**config.mk**
```make
export PLATFORM = sky130hd
export DESIGN_NAME = lowmem_csel
export DESIGN_NICKNAME = d
export VERILOG_FILES = /design/src/rtl/lmcs_pkg.sv /design/src/rtl/lmcs_arm_fsm.sv /design/src/rtl/lmcs_size_decode.sv /design/src/rtl/lmcs_addr_match.sv /design/src/rtl/lowmem_csel.sv
export SDC_FILE = /design/constraint.sdc
export NUM_CORES = 1
export LEC_CHECK = 0
export ABC_AREA = 1
export CAP_MARGIN = 20
export CORE_ASPECT_RATIO = 1.4
export CORE_UTILIZATION = 30
export DETAILED_ROUTE_END_ITERATION = 6
export PLACE_DENSITY = 0.87
export SYNTH_ARGS = -nofsm -noshare
export SYNTH_HDL_FRONTEND = slang
export SYNTH_HIERARCHICAL = 1
export SYNTH_SLANG_ARGS = --single-unit
```
**constraint.sdc**
```tcl
create_clock -name clk -period 1.55 [get_ports clk]
set_input_delay 0.155 -clock clk [delete_from_list [all_inputs] [get_ports clk]]
set_output_delay 0.155 -clock clk [all_outputs]
set_load 0.02 [all_outputs]
```
**src/rtl/lmcs_pkg.sv**
```systemverilog
package lmcs_pkg;
    typedef enum logic {
        ST_DISARMED = 1'b0,
        ST_ARMED    = 1'b1
    } lmcs_state_e;
endpackage

```
**src/rtl/lmcs_arm_fsm.sv**
```systemverilog
module lmcs_arm_fsm
    import lmcs_pkg::*;
(
    input  logic clk,
    input  logic rst,
    input  logic wr_en,
    output logic armed
);
    lmcs_state_e state_q, state_d;

    // transition logic: ARM on any write strobe, RESET handled in the register
    always_comb begin
        state_d = state_q;
        unique case (state_q)
            ST_DISARMED: if (wr_en) state_d = ST_ARMED;
            ST_ARMED:    state_d = ST_ARMED;
        endcase
    end

    always_ff @(posedge clk) begin
        if (rst) state_q <= ST_DISARMED;
        else     state_q <= state_d;
    end

    always_comb begin
        unique case (state_q)
            ST_DISARMED: armed = 1'b0;
            ST_ARMED:    armed = 1'b1;
        endcase
    end
endmodule

```
**src/rtl/lmcs_size_decode.sv**
```systemverilog
module lmcs_size_decode #(
    parameter int CODE_W  = 3,
    parameter int UPPER_W = 4
) (
    input  logic [CODE_W-1:0]  code,
    output logic [UPPER_W-1:0] keep_mask
);
    // A keep bit of 1 means that upper address bit must be zero for a hit.
    // Only thermometer codes (k low ones) widen the window; anything else is the base size.
    always_comb begin
        keep_mask = {UPPER_W{1'b1}};
        for (int k = 1; k <= CODE_W; k++) begin
            if (code == CODE_W'((1 << k) - 1))
                keep_mask = ~UPPER_W'((1 << k) - 1);
        end
    end
endmodule

```
**src/rtl/lmcs_addr_match.sv**
```systemverilog
module lmcs_addr_match #(
    parameter int UPPER_W = 4
) (
    input  logic [UPPER_W-1:0] upper_addr,
    input  logic [UPPER_W-1:0] keep_mask,
    output logic               hit
);
    logic [UPPER_W-1:0] bit_ok;

    genvar i;
    generate
        for (i = 0; i < UPPER_W; i++) begin : g_bit
            assign bit_ok[i] = ~(upper_addr[i] & keep_mask[i]);
        end
    endgenerate

    assign hit = &bit_ok;
endmodule

```
**src/rtl/lowmem_csel.sv**
```systemverilog
module lowmem_csel #(
    parameter int ADDR_W     = 20,
    parameter int REG_W      = 16,
    parameter int BASE_LOG2  = 16,
    parameter int BOUND_LSB  = 12,
    parameter int BOUND_W    = 3
) (
    input  logic              clk,
    input  logic              rst,
    input  logic              wr_en,
    input  logic [REG_W-1:0]  wr_data,
    output logic [REG_W-1:0]  rd_data,
    input  logic [ADDR_W-1:0] addr,
    input  logic              addr_valid,
    output logic              cs_n
);
    localparam int UPPER_W = ADDR_W - BASE_LOG2;

    logic [REG_W-1:0]   ctrl_q;
    logic [BOUND_W-1:0] code_w;
    logic [UPPER_W-1:0] keep_w;
    logic               armed_w;
    logic               hit_w;

    // contents are undefined until written; the arming state gates their use
    always_ff @(posedge clk) begin
        if (wr_en) ctrl_q <= wr_data;
    end

    assign rd_data = ctrl_q;
    assign code_w  = ctrl_q[BOUND_LSB +: BOUND_W];

    lmcs_arm_fsm u_fsm (
        .clk   (clk),
        .rst   (rst),
        .wr_en (wr_en),
        .armed (armed_w)
    );

    lmcs_size_decode #(.CODE_W(BOUND_W), .UPPER_W(UPPER_W)) u_dec (
        .code      (code_w),
        .keep_mask (keep_w)
    );

    lmcs_addr_match #(.UPPER_W(UPPER_W)) u_match (
        .upper_addr (addr[ADDR_W-1:BASE_LOG2]),
        .keep_mask  (keep_w),
        .hit        (hit_w)
    );

    assign cs_n = ~(addr_valid & armed_w & hit_w);
endmodule

```
After elaboration in Yosys (flattened, before gate mapping) --
Cells that the tools add are included.
Word-level totals: register bits after elaboration 17, output and inout bits 17, logic and storage cells 24
Cells by class: eq/ne operators 3, multiplexer cells 6, bitwise logic cells 12, reduce and logical (&&, ||, !) cells 1
Operator list (number):
- $not A1 Y1 | 6
- $and A1 B1 Y1 | 5
- $pmux W1 S2 | 2
- $reduce_and A4 Y1 | 1
- $eq A3 B1 Y1 const B | 1
- $eq A3 B2 Y1 const B | 1
- $eq A3 B3 Y1 const B | 1
- $mux W3 | 1
- $mux W1 | 2
- $mux W2 | 1
- $and A1 B1 Y1 const B | 1

Longest topological paths before layout --
depth in word-level cells 9, gate-level depth with buffers 6, mapped depth without buffers 6

Cells and area by module --
The synthesis kept the hierarchy.
Modules (own cells, without submodules):
- lowmem_csel | times used 1, cells an instance 17, area each 485.5 um^2, sequential area each 480.5 um^2
- lmcs_size_decode | times used 1, cells an instance 6, area each 32.5 um^2, sequential area each 0.0 um^2
- lmcs_arm_fsm | times used 1, cells an instance 3, area each 27.5 um^2, sequential area each 20.0 um^2
- lmcs_addr_match | times used 1, cells an instance 7, area each 26.3 um^2, sequential area each 0.0 um^2

Worst setup path before layout --
OpenSTA, ideal clock, no wires.
path kind reg-to-output, from reg ctrl_q[14], in the netlist rd_data[14], to out cs_n, arrival 1.015 ns, data required time 1.395 ns, slack 0.380 ns, stages on the path, launching flop included 7, path through edfxtp_1 > inv_1 > o21ai_2 > nand2_1 > nand2_1 > nor2_1 > nand3_1
On the way: word-level cells in the longest chain between the ends 9, elaborated cells on any way between the ends 15, classes of those cells eq/ne: 3; mux: 3; bitwise: 8; reduce/logical: 1
Ends and longest elaborated chain:
- start, declared | RTL line lowmem_csel.sv:19 | logic [REG_W-1:0] ctrl_q;
- start signal, assigned | RTL line lowmem_csel.sv:27 | if (wr_en) ctrl_q <= wr_data;
- $eq A3 B1 Y1 | RTL line lmcs_size_decode.sv:13 | if (code == CODE_W'((1 << k) - 1))
- $mux W1 | RTL line lmcs_size_decode.sv:13
- $mux W2 | RTL line lmcs_size_decode.sv:13
- $mux W3 * | RTL line lmcs_size_decode.sv:13
- via keep_w[0] | RTL line lowmem_csel.sv:21 | logic [UPPER_W-1:0] keep_w;
- $and A1 B1 Y1 * | RTL line lmcs_addr_match.sv:13 | assign bit_ok[i] = ~(upper_addr[i] & keep_mask[i]);
- $not A1 Y1 * | RTL line lmcs_addr_match.sv:13
- $reduce_and A4 Y1 * | RTL line lmcs_addr_match.sv:17 | assign hit = &bit_ok;
- via hit_w | RTL line lowmem_csel.sv:23 | logic hit_w;
- $and A1 B1 Y1 * | RTL line lowmem_csel.sv:51 | assign cs_n = ~(addr_valid & armed_w & hit_w);
- $not A1 Y1 * | RTL line lowmem_csel.sv:51
- end, declared | RTL line lowmem_csel.sv:15 | output logic cs_n
Mark *: on every way through the listed nets, which the timed path passes. The rest lies on a longest branch.

Final worst setup path --
from reg ctrl_q[13], in the netlist rd_data[13], to out rd_data[13]
RTL lines:
- end, declared | RTL line lowmem_csel.sv:12 | output logic [REG_W-1:0] rd_data,
No word-level cell between the ends.

==> results.tsv <==
stage	metric	value	unit
setup_path	critPathBufInv	1	
cts	cts_buffers	3	
die	dieArea	0.002087	sq mm
outcome	outcome	finished clean	
cts	cts_tree	yes	
cts	cts_buffer_depth	2	
die	initial_utilization	0.3214	
cts	numClockSinks	17	
setup_path	critPathLaunchType	register	
setup_path	cp_cell_sequence	clkdlybuf4s50_1	
final_layout	syn_to_final_growth	82.49	%
final_layout	fin_nets	120	
cts	clkTransAtPathRegs	90	ps
setup_path	critical_path_class	reg2out	
drt	vias	427	
setup_path	end_kind	output port	
die	core_area	0.001779	sq mm
setup_path	reg2reg_from	u_fsm/state_q	
job	cap_violations	0	
synthesis	async_flop_share	0	
place	port-buffer-count	40	
worst_hold_path	hold_class	in2reg	
timing	period_needed	1465	ps
pwr	p_leak	0.3932	nW
grt	grt_pass1_vias	407	
setup_path	cp_top_family	buffers and inverters	
timing	setup_violations	0	
grt	grt_pass1_wl	1.635	mm
grt	grt_overflow	0	
setup_path	cp_max_fo	4	
final_layout	n_antenna_cell	0	
drt	viasPerCell	4.313	
grt	track_usage	0.1227	
setup_path	worstPathArrival	1310	ps
timing	fin_hold_ws	407.8	ps
die	ios	57	
timing	hold_violations	0	
synthesis	synth_enable_flop_cells	16	
final_layout	drive_gt1_frac	0.1139	
place	place.gp.congestion	0.5654	
drt	dr.first_iter.drc_count	3	
drt	remaining_drc_errors	0	
synthesis	post-synth-top-count-cell	edfxtp_1	
synthesis	ys_ff_latch	17	
synthesis	ys_types	9	
timing	drv_slew	0	
cts	cts-root-buf	clkbuf_4	
synthesis	synth_top_area_frac	0.8403	
final_layout	fin_cells	99	
synthesis	synth_area_leader_cell	edfxtp_1	
synthesis	ys_warn_count	6	
pwr	peakVddDrop	0.5093	mV
synthesis	syn_area_per_cell	17.33	sq um
synthesis	synth_top_cells_by_count	16 x edfxtp_1, 7 x nand2_1, 3 x nor2_1	
die	die_w	38.90	microns
timing	post-route-period-util	0.9451	
worst_hold_path	hold_path_startpoint	rst	
synthesis	synth_ff_type	edfxtp_1	
place	dp.cells	93	
drt	routed_wl	1.183	mm
setup_path	cpMaxStageDelayCell	clkdlybuf4s50_1	
drt	drtPass1Iterations	2	
setup_path	cp-startpoint	rd_data[13]	
synthesis	syn-num-nets	73	
synthesis	synthTopCellsByArea	edfxtp_1 84%, nand2_1 4.6%, dfxtp_1 3.5%, nor2_1 2.0%, nand3_1 1.8%	
place	hpwl	895.5	microns
die	die_h	53.66	microns
setup_path	crit_path_max_incr_delay	630	ps
pwr	power.density	935.1	mW/mm^2
drt	ant_nets	0	
setup_path	crit_required	1390	ps
die	rows	18	
synthesis	syn_area	571.8	sq um
synthesis	synth_cells	33	
grt	antenna_found_initial	0	
timing	timing.fmax	0.6826	GHz
grt	grt_max_degree	18	
cts	clk_latency	280	ps
synthesis	ys_seq_area_frac	0.8753	
cts	h-tree-depth	1	
timing	skew	0	ps
drt	wl_per_cell	11.95	microns
cts	holdBufCountCts	0	
routing by layer:
| metal | wire length (microns) | vias to the layer above | GRT usage |
|---|---|---|---|
| li1 | - | 207 | - |
| met1 | 390 | 191 | 0.1011 |
| met4 | 0 | 0 | 0.08621 |
| met2 | 615 | 29 | 0.2167 |
| met5 | 0 | - | 0 |
| met3 | 177 | 0 | 0.05785 |
where the power goes:
group          total [mW]  internal [mW]  switching [mW]
Combinational       0.200          0.118          0.0817
Sequential          0.555          0.541          0.0136
Clock               0.221         0.0997           0.121
final timing paths:
path	endpoint	slack, ps	depth (start not counted)
worst max-delay path	rd_data[13]	90	1
worst min-delay path	u_fsm/state_q	410	2
worst max register to register	u_fsm/state_q	980	2
worst min register to register	u_fsm/state_q	510	2
cell families (layout without fill, tap and decap cells):
family,Yosys count,after routing,share of synthesized area
AOI/OAI and AO/OA,1,1,0.01532
buffers and inverters,2,48,0.01969
DFF,17,17,0.8753
other,1,1,0.006558
and+or+nand+nor,12,12,0.08316
flip-flops by register name, summed over array words and instances (netlist names):
name / count
rd_data: 16
u_fsm/state_q: 1
stage by stage:
stage                 util  area (sq um)  power (mW)  setup WS, ps  TNS (ps)
floorplan                -         571.8      0.6248         380.5         0
global placement    0.5675          1010      0.7548        -22.15    -22.15
detailed placement  0.5675          1010      0.7630        -33.93    -33.93
CTS                 0.5858          1042      0.9866        0.7575         0
global route        0.5865          1044       1.031        -11.28    -11.28
finish              0.5865          1044      0.9757         85.10         0
final cells by class:
cell class | instances | area [sq um]
sequential | 17 | 500.5
clock buffer | 4 | 26.28
tap | 20 | 25.02
timing repair buffer | 43 | 427.9
fill | 148 | 735.7
inverter | 1 | 3.754
multi-input combinational | 14 | 60.06
timing repair:
item                                    4_1_cts  5_1_grt
resized for setup                             4        1
setup buffers                                 1        1
endpoints found under the setup margin        1        1
placed cells by master, fill, tap and decap left out:
cell type,Yosys,routed
nand2_1,7,7
inv_1,1,1
conb_1,1,1
buf_4,1,3
nor2_1,3,3
clkbuf_4,0,3
clkbuf_1,0,1
clkdlybuf4s50_1,0,38
edfxtp_1,16,16
o21ai_2,1,1
buf_12,0,1
buf_2,0,1
nand3_1,2,2
dfxtp_1,1,1
worst reg2reg max path, stage by stage (launching register included):
cell and delay (ps):
dfxtp_1 320, nor2_1 100, nor2_1 50
Note: power is estimated with default switching activity, not from simulation.
